**config.mk**
```make
export PLATFORM = sky130hd
export DESIGN_NAME = cfg_tlv_loader
export DESIGN_NICKNAME = d
export VERILOG_FILES = /design/src/rtl/cfg_tlv_pkg.sv /design/src/rtl/cfg_word_match.sv /design/src/rtl/cfg_reg_bank.sv /design/src/rtl/cfg_tlv_loader.sv
export SDC_FILE = /design/constraint.sdc
export NUM_CORES = 1
export LEC_CHECK = 0
export BUFFER_PORTS_ARGS = -buffer_cell sky130_fd_sc_hd__buf_2
export CELL_PAD_IN_SITES_DETAIL_PLACEMENT = 1
export CELL_PAD_IN_SITES_GLOBAL_PLACEMENT = 1
export CORE_ASPECT_RATIO = 1.5
export CORE_MARGIN = 8
export CORE_UTILIZATION = 41
export DETAILED_ROUTE_END_ITERATION = 10
export PLACE_DENSITY = 0.75
export RECOVER_POWER = 100
export SYNTH_ARGS = -nofsm -noshare
export SYNTH_HDL_FRONTEND = slang
export SYNTH_HIERARCHICAL = 1
export SYNTH_SLANG_ARGS = --single-unit
```
**constraint.sdc**
```tcl
create_clock -name clk -period 3.15 [get_ports clk]
set_clock_uncertainty 0.15 [all_clocks]
set_input_delay 0.4725 -clock clk [delete_from_list [all_inputs] [get_ports clk]]
set_output_delay 0.4725 -clock clk [all_outputs]
set_load 0.01 [all_outputs]
```
**src/rtl/cfg_tlv_pkg.sv**
```systemverilog
package cfg_tlv_pkg;
  localparam logic [15:0] SYNC_OPEN_W  = 16'hF5A5;
  localparam logic [15:0] SYNC_CLOSE_W = 16'hFA5A;

  localparam logic [7:0] TAG_MODE  = 8'd0;
  localparam logic [7:0] TAG_DIV   = 8'd1;
  localparam logic [7:0] TAG_COUNT = 8'd3;
  localparam logic [7:0] TAG_TPOS  = 8'd5;
  localparam logic [7:0] TAG_TGLB  = 8'd7;
  localparam logic [7:0] TAG_CHEN  = 8'd8;
  localparam logic [7:0] TAG_TABLE = 8'd64;

  typedef enum logic [2:0] {
    ST_HUNT_LO, ST_HUNT_HI, ST_HEADER, ST_PAYLOAD, ST_CLOSE
  } parse_st_t;

  function automatic logic [7:0] hdr_tag(input logic [15:0] w);
    return w[15:8];
  endfunction

  function automatic logic [7:0] hdr_len(input logic [15:0] w);
    return w[7:0];
  endfunction

  // Replace one 16-bit half of a 32-bit field (little-endian word order)
  function automatic logic [31:0] put_half(input logic [31:0] old,
                                           input logic [15:0] w,
                                           input logic upper);
    return upper ? {w, old[15:0]} : {old[31:16], w};
  endfunction
endpackage

```
**src/rtl/cfg_word_match.sv**
```systemverilog
module cfg_word_match
  import cfg_tlv_pkg::*;
(
  input  logic [15:0] word,
  output logic        is_open,
  output logic        is_close
);
  assign is_open  = (word == SYNC_OPEN_W);
  assign is_close = (word == SYNC_CLOSE_W);
endmodule

```
**src/rtl/cfg_reg_bank.sv**
```systemverilog
module cfg_reg_bank
  import cfg_tlv_pkg::*;
#(
  parameter int TBL_WORDS = 160,
  parameter int AW        = $clog2(TBL_WORDS)
) (
  input  logic          clk,
  input  logic          rst,
  input  logic          wr_en,
  input  logic [7:0]    wr_tag,
  input  logic [7:0]    wr_idx,
  input  logic [15:0]   wr_word,
  output logic [15:0]   mode_o,
  output logic [31:0]   div_o,
  output logic [31:0]   count_o,
  output logic [31:0]   tpos_o,
  output logic [15:0]   tglb_o,
  output logic [15:0]   chen_o,
  output logic          tbl_we_o,
  output logic [AW-1:0] tbl_addr_o,
  output logic [15:0]   tbl_data_o
);
  localparam logic [8:0] TBL_LIM = 9'(TBL_WORDS);

  logic in_field32;
  logic in_table;
  assign in_field32 = (wr_idx < 8'd2);
  assign in_table   = ({1'b0, wr_idx} < TBL_LIM);

  always_ff @(posedge clk) begin
    if (rst) begin
      mode_o     <= '0;
      div_o      <= '0;
      count_o    <= '0;
      tpos_o     <= '0;
      tglb_o     <= '0;
      chen_o     <= '0;
      tbl_we_o   <= 1'b0;
      tbl_addr_o <= '0;
      tbl_data_o <= '0;
    end else begin
      tbl_we_o <= 1'b0;
      if (wr_en) begin
        case (wr_tag)
          TAG_MODE:  if (wr_idx == 8'd0) mode_o <= wr_word;
          TAG_DIV:   if (in_field32) div_o   <= put_half(div_o,   wr_word, wr_idx[0]);
          TAG_COUNT: if (in_field32) count_o <= put_half(count_o, wr_word, wr_idx[0]);
          TAG_TPOS:  if (in_field32) tpos_o  <= put_half(tpos_o,  wr_word, wr_idx[0]);
          TAG_TGLB:  if (wr_idx == 8'd0) tglb_o <= wr_word;
          TAG_CHEN:  if (wr_idx == 8'd0) chen_o <= wr_word;
          TAG_TABLE: if (in_table) begin
            tbl_we_o   <= 1'b1;
            tbl_addr_o <= wr_idx[AW-1:0];
            tbl_data_o <= wr_word;
          end
          default: ;
        endcase
      end
    end
  end


  tbl_step_chk: assert property (@(posedge clk) disable iff (rst)
    (tbl_we_o && $past(tbl_we_o)) |-> (tbl_addr_o == $past(tbl_addr_o) + 1'b1));


  tbl_range_chk: assert property (@(posedge clk) disable iff (rst)
    tbl_we_o |-> ({1'b0, tbl_addr_o} < (AW+1)'(TBL_WORDS)));
endmodule

```
**src/rtl/cfg_tlv_loader.sv**
```systemverilog
module cfg_tlv_loader
  import cfg_tlv_pkg::*;
#(
  parameter int TBL_WORDS = 160,
  parameter int AW        = $clog2(TBL_WORDS)
) (
  input  logic          clk,
  input  logic          rst,
  input  logic          in_valid,
  input  logic [15:0]   in_word,
  output logic          in_ready,
  output logic [15:0]   mode_o,
  output logic [31:0]   div_o,
  output logic [31:0]   count_o,
  output logic [31:0]   tpos_o,
  output logic [15:0]   tglb_o,
  output logic [15:0]   chen_o,
  output logic          tbl_we_o,
  output logic [AW-1:0] tbl_addr_o,
  output logic [15:0]   tbl_data_o,
  output logic          cfg_done_o,
  output logic          sync_err_o
);
  parse_st_t  state_q;
  logic [7:0] tag_q, rem_q, idx_q;
  logic       accept, is_open, is_close;
  logic       payload_wr, hdr_taken, close_ok, close_bad;

  assign in_ready = 1'b1;
  assign accept   = in_valid;

  cfg_word_match u_match (
    .word     (in_word),
    .is_open  (is_open),
    .is_close (is_close)
  );

  // Named events used by the FSM and by the assertions
  assign payload_wr = accept && (state_q == ST_PAYLOAD);
  assign hdr_taken  = accept && (state_q == ST_HEADER) && !is_close;
  assign close_ok   = accept && (state_q == ST_CLOSE) && is_close;
  assign close_bad  = accept && (state_q == ST_CLOSE) && !is_close;

  always_ff @(posedge clk) begin
    if (rst) begin
      state_q    <= ST_HUNT_LO;
      tag_q      <= '0;
      rem_q      <= '0;
      idx_q      <= '0;
      cfg_done_o <= 1'b0;
      sync_err_o <= 1'b0;
    end else begin
      cfg_done_o <= close_ok;
      if (close_bad) sync_err_o <= 1'b1;
      if (accept) begin
        case (state_q)
          ST_HUNT_LO: if (is_open) state_q <= ST_HUNT_HI;
          ST_HUNT_HI: state_q <= is_open ? ST_HEADER : ST_HUNT_LO;
          ST_HEADER: begin
            if (is_close) begin
              state_q <= ST_CLOSE;
            end else begin
              tag_q   <= hdr_tag(in_word);
              rem_q   <= hdr_len(in_word);
              idx_q   <= '0;
              state_q <= (hdr_len(in_word) == 8'd0) ? ST_HEADER : ST_PAYLOAD;
            end
          end
          ST_PAYLOAD: begin
            idx_q <= idx_q + 8'd1;
            rem_q <= rem_q - 8'd1;
            if (rem_q == 8'd1) state_q <= ST_HEADER;
          end
          ST_CLOSE: state_q <= ST_HUNT_LO;
          default:  state_q <= ST_HUNT_LO;
        endcase
      end
    end
  end

  cfg_reg_bank #(.TBL_WORDS(TBL_WORDS), .AW(AW)) u_bank (
    .clk        (clk),
    .rst        (rst),
    .wr_en      (payload_wr),
    .wr_tag     (tag_q),
    .wr_idx     (idx_q),
    .wr_word    (in_word),
    .mode_o     (mode_o),
    .div_o      (div_o),
    .count_o    (count_o),
    .tpos_o     (tpos_o),
    .tglb_o     (tglb_o),
    .chen_o     (chen_o),
    .tbl_we_o   (tbl_we_o),
    .tbl_addr_o (tbl_addr_o),
    .tbl_data_o (tbl_data_o)
  );


  done_pulse_chk: assert property (@(posedge clk) disable iff (rst)
    cfg_done_o |=> !cfg_done_o);


  done_follows_close_chk: assert property (@(posedge clk) disable iff (rst)
    close_ok |=> cfg_done_o);


  err_sticky_chk: assert property (@(posedge clk) disable iff (rst)
    sync_err_o |=> sync_err_o);


  hunt_no_write_chk: assert property (@(posedge clk) disable iff (rst)
    (state_q == ST_HUNT_LO || state_q == ST_HUNT_HI) |=> !tbl_we_o);


  idle_hold_chk: assert property (@(posedge clk) disable iff (rst)
    !in_valid |=> $stable(state_q));


  zero_len_chk: assert property (@(posedge clk) disable iff (rst)
    (hdr_taken && in_word[7:0] == 8'd0) |=> (state_q == ST_HEADER));
endmodule

```
# ---- Word-level counts from Yosys, hierarchy flattened
# Cells that the tools add are included.
# W data, S select, Z words.
dict set report classes {
  add_sub_neg 2
  n_lt_le_gt_ge 2
  n_eq_ne 16
  mux 11
  n_bitwise 4
  reduce_logical 24
}
# op n
set ops {}
lappend ops {{$eq A16 B16 Y1 const B} 2}
lappend ops {{$pmux W8 S2} 2}
lappend ops {{$logic_not A8 Y1} 3}
lappend ops {{$reduce_and A4 Y1} 6}
lappend ops {{$reduce_and A3 Y1} 7}
lappend ops {{$eq A8 B1 Y1 const B} 2}
lappend ops {{$eq A8 B3 Y1 const B} 2}
lappend ops {{$mux W8} 2}
lappend ops {{$pmux W3 S4} 1}
lappend ops {{$mux W3} 3}
lappend ops {{$add A8 B1 Y8 const B} 1}
lappend ops {{$eq A8 B2 Y1 const B} 1}
lappend ops {{$eq A8 B4 Y1 const B} 1}
lappend ops {{$eq A8 B7 Y1 const B} 1}
lappend ops {{$lt A8 B2 Y1 const B} 1}
lappend ops {{$lt A8 B8 Y1 const B} 1}
lappend ops {{$sub A8 B1 Y8 const B} 1}
lappend ops {{$eq A3 B2 Y1 const B} 2}
lappend ops {{$logic_and A1 B1 Y1} 4}
lappend ops {{$ne A2 B2 Y1 const B} 2}
lappend ops {{$not A1 Y1} 4}
lappend ops {{$eq A3 B1 Y1 const B} 1}
lappend ops {{$eq A3 B3 Y1 const B} 1}
lappend ops {{$logic_not A3 Y1} 1}
lappend ops {{other kinds (6)} 7}
dict set report word_totals {
  ff_bits 198
  in_bits 19
  out_inout_bits 172
  elab_cells 77
}

# ---- Depth between registers and ports, before layout
# Gate-level depths: netlist of run 1.
dict set report logic_depth {
  depth_word 4
  mapped_depth 9
}

# ---- Modules after synthesis
# Netlist of run 1, hierarchy kept.
# module instances cells_each area_per_inst_um2 seq_area_each_um2
set by_module_without_submodules {}
lappend by_module_without_submodules {cfg_reg_bank 1 599 6668.9 3383.2}
lappend by_module_without_submodules {cfg_tlv_loader 1 169 1450.1 580.6}
lappend by_module_without_submodules {cfg_word_match 1 9 78.8 0.0}

# ---- Worst setup path before layout of run 1
# Ideal clock, no wire load.
dict set report synth_path {
  path_kind {reg-to-reg}
  startpoint {register state_q[1]}
  endpoint {register u_bank.div_o[10]}
  setup_ps 130
  arrival_time_ps 2358
  slack_ps 511
  path_stages_with_launch 9
  synth_period_minus_slack_ps 2639
  path_cell_list {dfxtp_1 > and3b_1 > clkbuf_1 > and2_1 > or4b_4 > nor3_2 > nand3_2 > buf_4 > mux2i_1}
}
dict set report synth_via {
  elab_chain_cells 3
}
# element line_no
set synth_lines {}
lappend synth_lines {{from (decl)} cfg_tlv_loader.sv:24} ;# parse_st_t state_q;
lappend synth_lines {{from (signal assigned)} cfg_tlv_loader.sv:58} ;# ST_HUNT_HI: state_q <= is_open ? ST_HEADER : ST_HUNT_LO;
lappend synth_lines {{from (signal assigned)} cfg_tlv_loader.sv:66} ;# state_q <= (hdr_len(in_word) == 8'd0) ? ST_HEADER : ST_PAYLOAD;
lappend synth_lines {{$eq A3 B2 Y1} cfg_tlv_loader.sv:39} ;# assign payload_wr = accept && (state_q == ST_PAYLOAD);
lappend synth_lines {{$logic_and A1 B1 Y1} cfg_tlv_loader.sv:39}
lappend synth_lines {{via payload_wr} cfg_tlv_loader.sv:27} ;# logic payload_wr, hdr_taken, close_ok, close_bad;
lappend synth_lines {{$reduce_and A4 Y1 (no source line)} n/a}
lappend synth_lines {{to (signal assigned)} cfg_reg_bank.sv:46} ;# TAG_DIV: if (in_field32) div_o <= put_half(div_o, wr_word, wr_idx[0]);
lappend synth_lines {{to (decl)} cfg_reg_bank.sv:14} ;# output logic [31:0] div_o,
# The timed path passes the listed nets, and every way through them passes these cells.
# A chain may end at the register's enable or synchronous reset.

# ---- Worst setup path in the final report of run 1
dict set report layout_path {
  startpoint {register state_q[1]}
  endpoint {register u_bank.chen_o[7]}
}
dict set report layout_via {
  elab_chain_cells 3
}
# element line_no
set layout_lines {}
lappend layout_lines {{$eq A3 B2 Y1} cfg_tlv_loader.sv:39}
lappend layout_lines {{$logic_and A1 B1 Y1} cfg_tlv_loader.sv:39}
lappend layout_lines {{via payload_wr} cfg_tlv_loader.sv:27}
lappend layout_lines {{$reduce_and A3 Y1 (no source line)} n/a}
lappend layout_lines {{to (signal assigned)} cfg_reg_bank.sv:50} ;# TAG_CHEN: if (wr_idx == 8'd0) chen_o <= wr_word;
lappend layout_lines {{to (decl)} cfg_reg_bank.sv:18} ;# output logic [15:0] chen_o,
# The timed path passes the listed nets, and every way through them passes these cells.

==> reports/qor.yml, run 1 <==
yosysTopAreaCell: "dfxtp_1"
slew_headroom: 0.117
crit_slowest_cell: "or4b_4"
setup_tns_ps: 0
max_freq_ghz: 0.354
nets: 963
finalCriticalPeriod_ps: 2820
p_comb_frac: 0.033
syn_area_um2: 8200
power.internal_mw: 3.75
grt_pass1_vias: 6601
die_x_um: 131
ant_nets: 0
rows: 63
grt_pass1_wl_um: 38200
min_period_over_period: 0.896
cp.arrival_ps: 2950
cp_cell_sequence: "and3b_1 > and2_0 > or4b_4 > nor2_4 > nand3_2 > clkbuf_2 > mux2i_1"
swShare: 0.216
die_h_um: 189
worst-r2r-cell-count: 7
yosysTopAreaCellShare: 0.484
grt_use_total: 0.195
dp_hpwl_um: 17900
synth-edff-count: 0
ios: 191
p_leak_nw: 4.27
core_um2: 19700
syn_to_final_growth_pct: 17.4
antenna_found_initial: 0
portBuffers: 189
hold_class: "primary input to flop"
fin_hold_ws_ps: 208
total_power_mw: 4.79
cp_max_fo: 16
drive_gt1_frac: 0.0777
grt_overflow: 0
finalMaxSlewViolations: 0
ff_latch_area_um2: 3960
hold_viol_final: 0
synth_ff_type: "dfxtp_1"
syn_nets: 799
cp-end-kind: "flop"
slowest_delay_ps: 520
start_kind: "flop"
drt-total-wl_um: 24600
routed_via_density: 5.11
p_seq_frac: 0.522
die-area_um2: 24900
synth_warnings: 6
grt_setup_unrepaired: "no"
peakVddDrop_mv: 0.337
clockRootBuffer: "clkbuf_16"
synth.distinct_cells: 51
grt_start_max_net_pins: 44
clock_latency_ps: 430
status: "completed"
clkPwrFrac: 0.445
cts_setup_buffers: 0
cts_sinks: 198
p_sw_mw: 1.04
dp.cells: 1182
p_per_area_nw_per_um2: 498
htreeDepth: 4
cpLargestDelayFamily: "simple AND/OR/NAND/NOR gates"
cts_tree: "done"
min_path_cells: 3
clk_pin_slew_ps: 60
multi_input_area_um2: 3930
cap_viol_max_count: 0
vias: 6189
worstPathRequired_ps: 3280
worstSetupPathType: "flop to flop"
start_util: 0.416
ys_ff_latch: 198
ys_seq_area_frac: 0.484
dr.pass1.iters: 5
async_flop_share: 0
cts-resized-gates: 0
post-route-drc-count: 0
clockBufferDepth: 2
syn_inst: 777
syn_area_per_cell_um2: 10.6
gp_congestion: 0.833
crit_buf_inv: 1
layout_setup_ws_ps: 327
drtIter0Drc: 296
nFillCells: 2295
wl_per_cell_um: 20.3
cts_buffers: 17
diodes: 0
synthTopCellsByArea: "dfxtp_1, mux2i_1, nand2b_1"
cts_hold_buffers: 0
setup_violations: 0
worst_pin_slew_ps: 1320
instances_no_fill: 1212
critical_path_depth: 7
dp_slack_ps: 389
[power by group through the flow]
stage          Sequential, mW  Clock, mW  Combinational, mW
2_1_floorplan            2.56          0             0.0953
3_3_place_gp             2.56          0              0.160
3_5_place_dp             2.56          0              0.161
4_1_cts                  2.50       2.18              0.161
5_1_grt                  2.50       2.28              0.169
6_report                 2.50       2.13              0.158
[sequential cells by signal (all words and copies together), names as in the netlist, 3 cells and up]
name and flops:
tag_q 8, u_bank/chen_o 16, rem_q 8, u_bank/div_o 32, u_bank/tbl_data_o 16, u_bank/mode_o 16
u_bank/count_o 32, u_bank/tbl_addr_o 8, state_q 3, u_bank/tglb_o 16, u_bank/tpos_o 32, idx_q 8
[final cells by class]
| cell class | instances | share of cell area |
|---|---|---|
| Sequential cell | 198 | 0.412 |
| Multi-Input combinational cell | 516 | 0.408 |
| Timing Repair Buffer | 205 | 0.0862 |
| Clock buffer | 21 | 0.0478 |
| Tap cell | 260 | 0.0338 |
| Clock inverter | 9 | 0.0108 |
| Inverter | 3 | 0.00117 |
[worst min-delay path, cell delays in order]
cell,delay [ps]
buf_2,130
mux2i_1,70
nor2_1,80
[placed cells by master, fill, tap and decap left out, types with 4 or more instances in the layout]
cell         n
nand4b_1     4
o21ai_0     10
dfxtp_1    198
clkbuf_16   17
nand4_1      4
buf_4        9
clkbuf_2     4
nand2_1     10
buf_2       17
nor4_1       9
clkinv_2     4
a21oi_1     14
nor3_1      13
nand2b_1   167
nor2_1      44
clkbuf_1   177
xnor2_1      6
nor2b_1      4
mux2i_1    176
[kinds of logic (layout without fill, tap and decap cells)]
kind of cell | count (synthesis) | in the layout | share of synthesized area
multiplexers | 177 | 177 | 0.216
adder cells (fa/ha/maj) | 3 | 3 | 0.00458
XOR/XNOR | 6 | 6 | 0.00641
AND/OR/NAND/NOR | 297 | 297 | 0.231
buffers and inverters | 63 | 238 | 0.0356
other | 1 | 1 | 0.000457
AO/OA/AOI/OAI | 32 | 32 | 0.0223
flip-flops | 198 | 198 | 0.484
[synth_stat cells (4+ instances only)]
cell and number:
a21oi_1 14, and2_1 4, buf_1 5, buf_2 11
buf_6 4, clkbuf_1 37, dfxtp_1 198, mux2i_1 176
nand2_1 10, nand2b_1 167, nand4_1 4, nand4b_1 4
nor2_1 44, nor2b_1 4, nor3_1 13, nor4_1 9
o21ai_0 10, xnor2_1 6
[path summary, 6_finish.rpt]
| check | startpoint | end | slack [ps] |
|---|---|---|---|
| setup reg to reg | state_q[1]$_SDFFE_PP0P_ | u_bank/chen_o[7]$_SDFFE_PP0P_ | 330 |
| setup / recovery | state_q[1]$_SDFFE_PP0P_ | u_bank/chen_o[7]$_SDFFE_PP0P_ | 330 |
| hold / removal | in_word[14] | u_bank/tbl_data_o[14]$_SDFFE_PP0P_ | 210 |
| hold reg to reg | sync_err_o$_SDFFE_PP0P_ | sync_err_o$_SDFFE_PP0P_ | 320 |
[layer usage]
metal | part of all wire | global-route usage
met5 | 0 | 0
met4 | 0.016 | 0.0572
met3 | 0.042 | 0.0419
met2 | 0.54 | 0.371
met1 | 0.41 | 0.210
[stage by stage]
stage	instance area, µm²	utilization
after detailed placement	9310	0.473
after global placement	9310	0.473
after global routing	9630	0.488
after CTS	9880	0.501
final	9630	0.488
after floorplan	8200	-
Power figures use the tool's default switching activity.
==> inputs of run 2 (changes only) <==
--- a/config.mk
+++ b/config.mk
@@ -11,7 +11,7 @@
 export CORE_ASPECT_RATIO = 1.5
 export CORE_MARGIN = 8
-export CORE_UTILIZATION = 41
+export CORE_UTILIZATION = 25
 export DETAILED_ROUTE_END_ITERATION = 10
-export PLACE_DENSITY = 0.75
+export PLACE_DENSITY = 0.49
 export RECOVER_POWER = 100
 export SYNTH_ARGS = -nofsm -noshare
==> constraint.sdc (replaced) <==
create_clock -name clk -period 3.15 [get_ports clk]
set_clock_uncertainty 0.15 [all_clocks]
set_input_delay 0.1575 -clock clk [delete_from_list [all_inputs] [get_ports clk]]
set_output_delay 0.1575 -clock clk [all_outputs]
set_load 0.01 [all_outputs]
==> run 2 against run 1 <==
Net effect: register-to-register slack worse by 60 ps; worst hold slack lost 160 ps; non-clock buffer count grew 14; largest power group unchanged; critical endpoint is now u_bank/count_o[11]$_SDFFE_PP0P_.
==> reports/qor.yml, run 2 (synthesis gave the netlist of run 1 again) <==
status: "completed"  # unchanged
cp-end-kind: "flop"  # unchanged
hold_start: "rst"  # was in_word[14]
hold-path-endpoint: "u_bank/tbl_data_o[2]$_SDFFE_PP0P_"  # was u_bank/tbl_data_o[14]$_SDFFE_PP0P_
cpLargestDelayFamily: "simple AND/OR/NAND/NOR gates"  # unchanged
cp_max_fo: 16  # unchanged
clkPwrFrac: 0.443  # was 0.445
gp_congestion: 0.752  # was 0.833
start_kind: "flop"  # unchanged
layout_setup_ws_ps: 272  # was 327 ps
worstSetupPathType: "flop to flop"  # unchanged
final_common_cell: "dfxtp_1"  # unchanged
drive_gt1_frac: 0.0745  # was 0.0777
max_freq_ghz: 0.347  # was 0.354 GHz
p_seq_frac: 0.518  # was 0.522
dp_hpwl_um: 20200  # was 17900 µm
vias: 6162  # was 6189
core_um2: 32400  # was 19700 µm²
cp.arrival_ps: 3090  # was 2950 ps
hold_viol_final: 0  # unchanged
routed_via_density: 4.46  # was 5.11
p_per_area_nw_per_um2: 484  # was 498 nW/µm²
min_path_cells: 2  # was 3
fin_hold_ws_ps: 44.1  # was 208 ps
clk_pin_slew_ps: 70  # was 60 ps
diodes: 0  # unchanged
ant_nets: 0  # unchanged
grt_use_total: 0.143  # was 0.195
dp.cells: 1334  # was 1182
crit_slowest_cell: "or4b_4"  # unchanged
cts_tree: "done"  # unchanged
ios: 191  # unchanged
worst-r2r-cell-count: 7  # unchanged
start_util: 0.253  # was 0.416
wl_per_cell_um: 20.4  # was 20.3 µm
htreeDepth: 4  # unchanged
final_cell_mix: "dfxtp_1, mux2i_1, clkbuf_1"  # was dfxtp_1, clkbuf_1, mux2i_1
die_x_um: 164  # was 131 µm
cts_sinks: 198  # unchanged
drt-total-wl_um: 28100  # was 24600 µm
cts-resized-gates: 0  # unchanged
worst_pin_slew_ps: 1330  # was 1320 ps
syn_to_final_growth_pct: 21.5  # was 17.4%
cts_buffers: 17  # unchanged
p_leak_nw: 4.32  # was 4.27 nW
finalCriticalPeriod_ps: 2880  # was 2820 ps
setup_violations: 0  # unchanged
peakVddDrop_mv: 0.379  # was 0.337 mV
die_h_um: 238  # was 189 µm
die-area_um2: 39000  # was 24900 µm²
rrSetupSlack_ps: 270  # was 330 ps
p_sw_mw: 1.11  # was 1.04 mW
clockBufferDepth: 2  # unchanged
slew_headroom: 0.110  # was 0.117
finalMaxSlewViolations: 0  # unchanged
cp_cell_sequence: "and3b_1 > and2_0 > or4b_4 > nor2_4 > and4_1 > clkbuf_4 > mux2i_1"  # was and3b_1 > and2_0 > or4b_4 > nor2_4 > nand3_2 > clkbuf_2 > mux2i_1
rr_startpoint: "state_q[1]$_SDFFE_PP0P_"  # unchanged
grt_pass1_wl_um: 41400  # was 38200 µm
nets: 977  # was 963
power.internal_mw: 3.72  # was 3.75 mW
clockRootBuffer: "clkbuf_16"  # unchanged
worstReg2RegEnd: "u_bank/count_o[11]$_SDFFE_PP0P_"  # was u_bank/chen_o[7]$_SDFFE_PP0P_
dpl-instance-area_um2: 9500  # was 9310 µm²
dp_slack_ps: 316  # was 389 ps
post-route-drc-count: 0  # unchanged
setup_tns_ps: 0  # unchanged
fin_area_um2: 9960  # was 9630 µm²
hold_class: "primary input to flop"  # unchanged
drtIter0Drc: 201  # was 296
clock_latency_ps: 450  # was 430 ps
top_regs: "u_bank/count_o (32), u_bank/div_o (32), u_bank/tpos_o (32)"  # unchanged
rows: 81  # was 63
worstPathRequired_ps: 3360  # was 3280 ps
grt_overflow: 0  # unchanged
swShare: 0.230  # was 0.216
cap_viol_max_count: 0  # unchanged
portBuffers: 189  # unchanged
instances_no_fill: 1382  # was 1212
critPathLaunch: "state_q[1]$_SDFFE_PP0P_"  # unchanged
grt_setup_unrepaired: "no"  # unchanged
total_power_mw: 4.83  # was 4.79 mW
p_comb_frac: 0.038  # was 0.033
grt_start_max_net_pins: 70  # was 44
slowest_delay_ps: 520  # about the same
fin_util: 0.307  # was 0.488
crit_buf_inv: 1  # unchanged
antenna_found_initial: 0  # unchanged
nFillCells: 3789  # was 2295
min_period_over_period: 0.914  # was 0.896
dr.pass1.iters: 4  # was 5
grt_pass1_vias: 6400  # was 6601
-- run 2: power by group through the flow --
stage          sequential, mW  clock [mW]  combinational, mW
2_1_floorplan            2.56           0             0.0953
3_3_place_gp             2.56           0              0.174
3_5_place_dp             2.56           0              0.175
4_1_cts                  2.50        2.22              0.192
5_1_grt                  2.50        2.32              0.198
6_report                 2.50        2.14              0.186
-- run 2: worst max-delay path by stage --
stage	end	slack, ps	depth (start not counted)
floorplan	u_bank/div_o[10]$_SDFFE_PP0P_	510	8
global placement	u_bank/tpos_o[9]$_SDFFE_PP0P_	360	6
detailed placement	u_bank/tpos_o[6]$_SDFFE_PP0P_	320	6
CTS	u_bank/tpos_o[6]$_SDFFE_PP0P_	300	6
global route	u_bank/tpos_o[10]$_SDFFE_PP0P_	90	6
finish	u_bank/count_o[11]$_SDFFE_PP0P_	270	7
-- run 2: per-layer routing --
metal | part of all wire | track usage
met5 | 0 | 0
met1 | 0.41 | 0.160
met4 | 0.018 | 0.0508
met3 | 0.036 | 0.0255
met2 | 0.54 | 0.265
-- run 2: cell type report --
cell class / count / area, µm² / area share
clock inverters: 8 / 73.8 / 0.00741
flip-flops and latches: 198 / 3960 / 0.398
inverters: 3 / 11.3 / 0.00113
multi-input cells: 516 / 3930 / 0.394
well taps: 415 / 519 / 0.0521
repair buffers: 219 / 990 / 0.0993
clock buffers: 23 / 478 / 0.0480
-- run 2: worst reg2reg max path, cell delays in order (launching register included) --
cell and delay (ps):
dfxtp_1 450, and3b_1 350, and2_0 240, or4b_4 520
nor2_4 260, and4_1 230, clkbuf_4 350, mux2i_1 240
-- run 2: what timing repair did --
item                      4_1_cts  5_1_grt
setup buffers                   0        0
hold endpoints to repair       27        0
hold buffers                   17        0
==> inputs of run 3 (changes only) <==
- clock period: 3.15 -> 2.9 ns (I/O delays scaled with it)
==> run 3 against run 2 <==
Net effect: sequential cell count did not move; via count is 0.18% higher; core utilization grew 0.093 points; critical path depth stayed put; final cell count grew 0.14%; register-to-register slack got worse by 40 ps; global-route usage shrank 0.11 points; design area up 0.30%; critical endpoint is now u_bank/chen_o[15]$_SDFFE_PP0P_; largest cell class unchanged.
==> reports/qor.yml, run 3 (synthesis gave the netlist of run 1 again) <==
dp_slack_ps: 248  # was 316 ps
clkPwrFrac: 0.447  # was 0.443
post-route-drc-count: 0  # unchanged
final_common_cell: "dfxtp_1"  # unchanged
layout_setup_ws_ps: 233  # was 272 ps
cts_sinks: 198  # unchanged
cp_max_fo: 16  # unchanged
final_cell_mix: "dfxtp_1, mux2i_1, clkbuf_1"  # unchanged
worstSetupPathType: "flop to flop"  # unchanged
clock_latency_ps: 450  # about the same
cp-end-kind: "flop"  # unchanged
grt_overflow: 0  # unchanged
drt-total-wl_um: 27900  # was 28100 µm
nets: 978  # was 977
core_um2: 32400  # unchanged
start_util: 0.253  # unchanged
htreeDepth: 4  # unchanged
worstPathRequired_ps: 3060  # was 3360 ps
clockRootBuffer: "clkbuf_16"  # unchanged
hold_class: "primary input to flop"  # unchanged
status: "completed"  # unchanged
grt_start_max_net_pins: 73  # was 70
top_regs: "u_bank/count_o (32), u_bank/div_o (32), u_bank/tpos_o (32)"  # unchanged
wl_per_cell_um: 20.1  # was 20.4 µm
fin_hold_ws_ps: 47.6  # was 44.1 ps
dp.cells: 1335  # was 1334
gp_congestion: 0.755  # was 0.752
grt_setup_unrepaired: "no"  # unchanged
hold_viol_final: 0  # unchanged
grt_pass1_wl_um: 41500  # was 41400 µm
clk_pin_slew_ps: 70  # about the same
p_leak_nw: 4.34  # was 4.32 nW
multi_input_area_um2: 3930  # about the same
grt_pass1_vias: 6575  # was 6400
routed_via_density: 4.46  # about the same
cts_buffers: 17  # unchanged
vias: 6173  # was 6162
cts-resized-gates: 0  # unchanged
start_kind: "flop"  # unchanged
rows: 81  # unchanged
min_period_over_period: 0.920  # was 0.914
ff_latch_area_um2: 3960  # unchanged
power.internal_mw: 4.08  # was 3.72 mW
max_freq_ghz: 0.375  # was 0.347 GHz
slowest_delay_ps: 510  # was 520 ps
cp_cell_sequence: "and3b_1 > and2_1 > or4b_4 > nor2_4 > nand3_2 > clkbuf_2 > mux2i_1"  # was and3b_1 > and2_0 > or4b_4 > nor2_4 > and4_1 > clkbuf_4 > mux2i_1
p_comb_frac: 0.038  # about the same
instances_no_fill: 1384  # was 1382
dp_hpwl_um: 20100  # was 20200 µm
ios: 191  # unchanged
ant_nets: 0  # unchanged
swShare: 0.226  # was 0.230
setup_tns_ps: 0  # unchanged
drive_gt1_frac: 0.0764  # was 0.0745
setup_violations: 0  # unchanged
cap_viol_max_count: 0  # unchanged
p_per_area_nw_per_um2: 528  # was 484 nW/µm²
antenna_found_initial: 1  # was 0
nFillCells: 3769  # was 3789
die_h_um: 238  # unchanged
dr.pass1.iters: 4  # unchanged
cts_tree: "done"  # unchanged
slew_headroom: 0.102  # was 0.110
die_x_um: 164  # unchanged
finalMaxSlewViolations: 0  # unchanged
finalCriticalPeriod_ps: 2670  # was 2880 ps
portBuffers: 189  # unchanged
crit_slowest_cell: "or4b_4"  # unchanged
p_seq_frac: 0.515  # was 0.518
clockBufferDepth: 2  # unchanged
syn_to_final_growth_pct: 21.9  # was 21.5%
peakVddDrop_mv: 0.344  # was 0.379 mV
die-area_um2: 39000  # unchanged
cp.arrival_ps: 2820  # was 3090 ps
worst_pin_slew_ps: 1340  # was 1330 ps
drtIter0Drc: 208  # was 201
grt_use_total: 0.142  # was 0.143
p_sw_mw: 1.19  # was 1.11 mW
-- run 3: final timing paths --
| check | start | to | slack, ps | depth (start not counted) |
|---|---|---|---|---|
| min reg2reg | u_bank/tglb_o[1]$_SDFFE_PP0P_ | u_bank/tglb_o[1]$_SDFFE_PP0P_ | 330 | 2 |
| min | rst | state_q[0]$_SDFFE_PP0P_ | 50 | 2 |
| max | state_q[0]$_SDFFE_PP0P_ | u_bank/chen_o[15]$_SDFFE_PP0P_ | 230 | 7 |
| max reg2reg | state_q[0]$_SDFFE_PP0P_ | u_bank/chen_o[15]$_SDFFE_PP0P_ | 230 | 7 |
-- run 3: cell type report --
type | count | area share
well taps | 415 | 0.0520
clock buffers | 23 | 0.0498
flip-flops and latches | 198 | 0.397
clock inverters | 8 | 0.00714
inverters | 3 | 0.00113
repair buffers | 220 | 0.0995
diodes | 1 | 0.000250
multi-input cells | 516 | 0.393
-- run 3: power groups by stage --
| stage | clock [mW] | combinational, mW | sequential [mW] |
|---|---|---|---|
| finish | 2.36 | 0.198 | 2.72 |
| global route | 2.55 | 0.214 | 2.72 |
| CTS | 2.45 | 0.207 | 2.72 |
| detailed placement | 0 | 0.189 | 2.78 |
| global placement | 0 | 0.189 | 2.78 |
| floorplan | 0 | 0.104 | 2.78 |
-- run 3: what timing repair did --
action | 4_1_cts | 5_1_grt
endpoints found under the hold margin | 28 | 0
setup buffers | 0 | 0
hold buffers | 17 | 0
-- run 3: critical path, delay by kind of cell (launching register included) --
kind / cells / cell delay [ps]
flip-flops: 1 / 450
multiplexers: 1 / 230
buffers and inverters: 1 / 430
AND/OR/NAND/NOR: 5 / 1250
-- run 3: metrics by stage --
step / util / instance area [µm²] / total power, mW
global route: 0.308 / 9990 / 5.48
global placement: 0.293 / 9500 / 2.97
CTS: 0.316 / 10200 / 5.37
floorplan: - / 8200 / 2.88
detailed placement: 0.293 / 9500 / 2.97
finish: 0.308 / 9990 / 5.27
-- run 3: metal layers --
layer  vias to the layer above  GRT usage  wire (µm)
met5                         -          0          0
met1                      3063      0.157      11500
li1                       2988          -          -
met3                        16     0.0277       1090
met4                         0     0.0456        354
met2                       106      0.264      15000
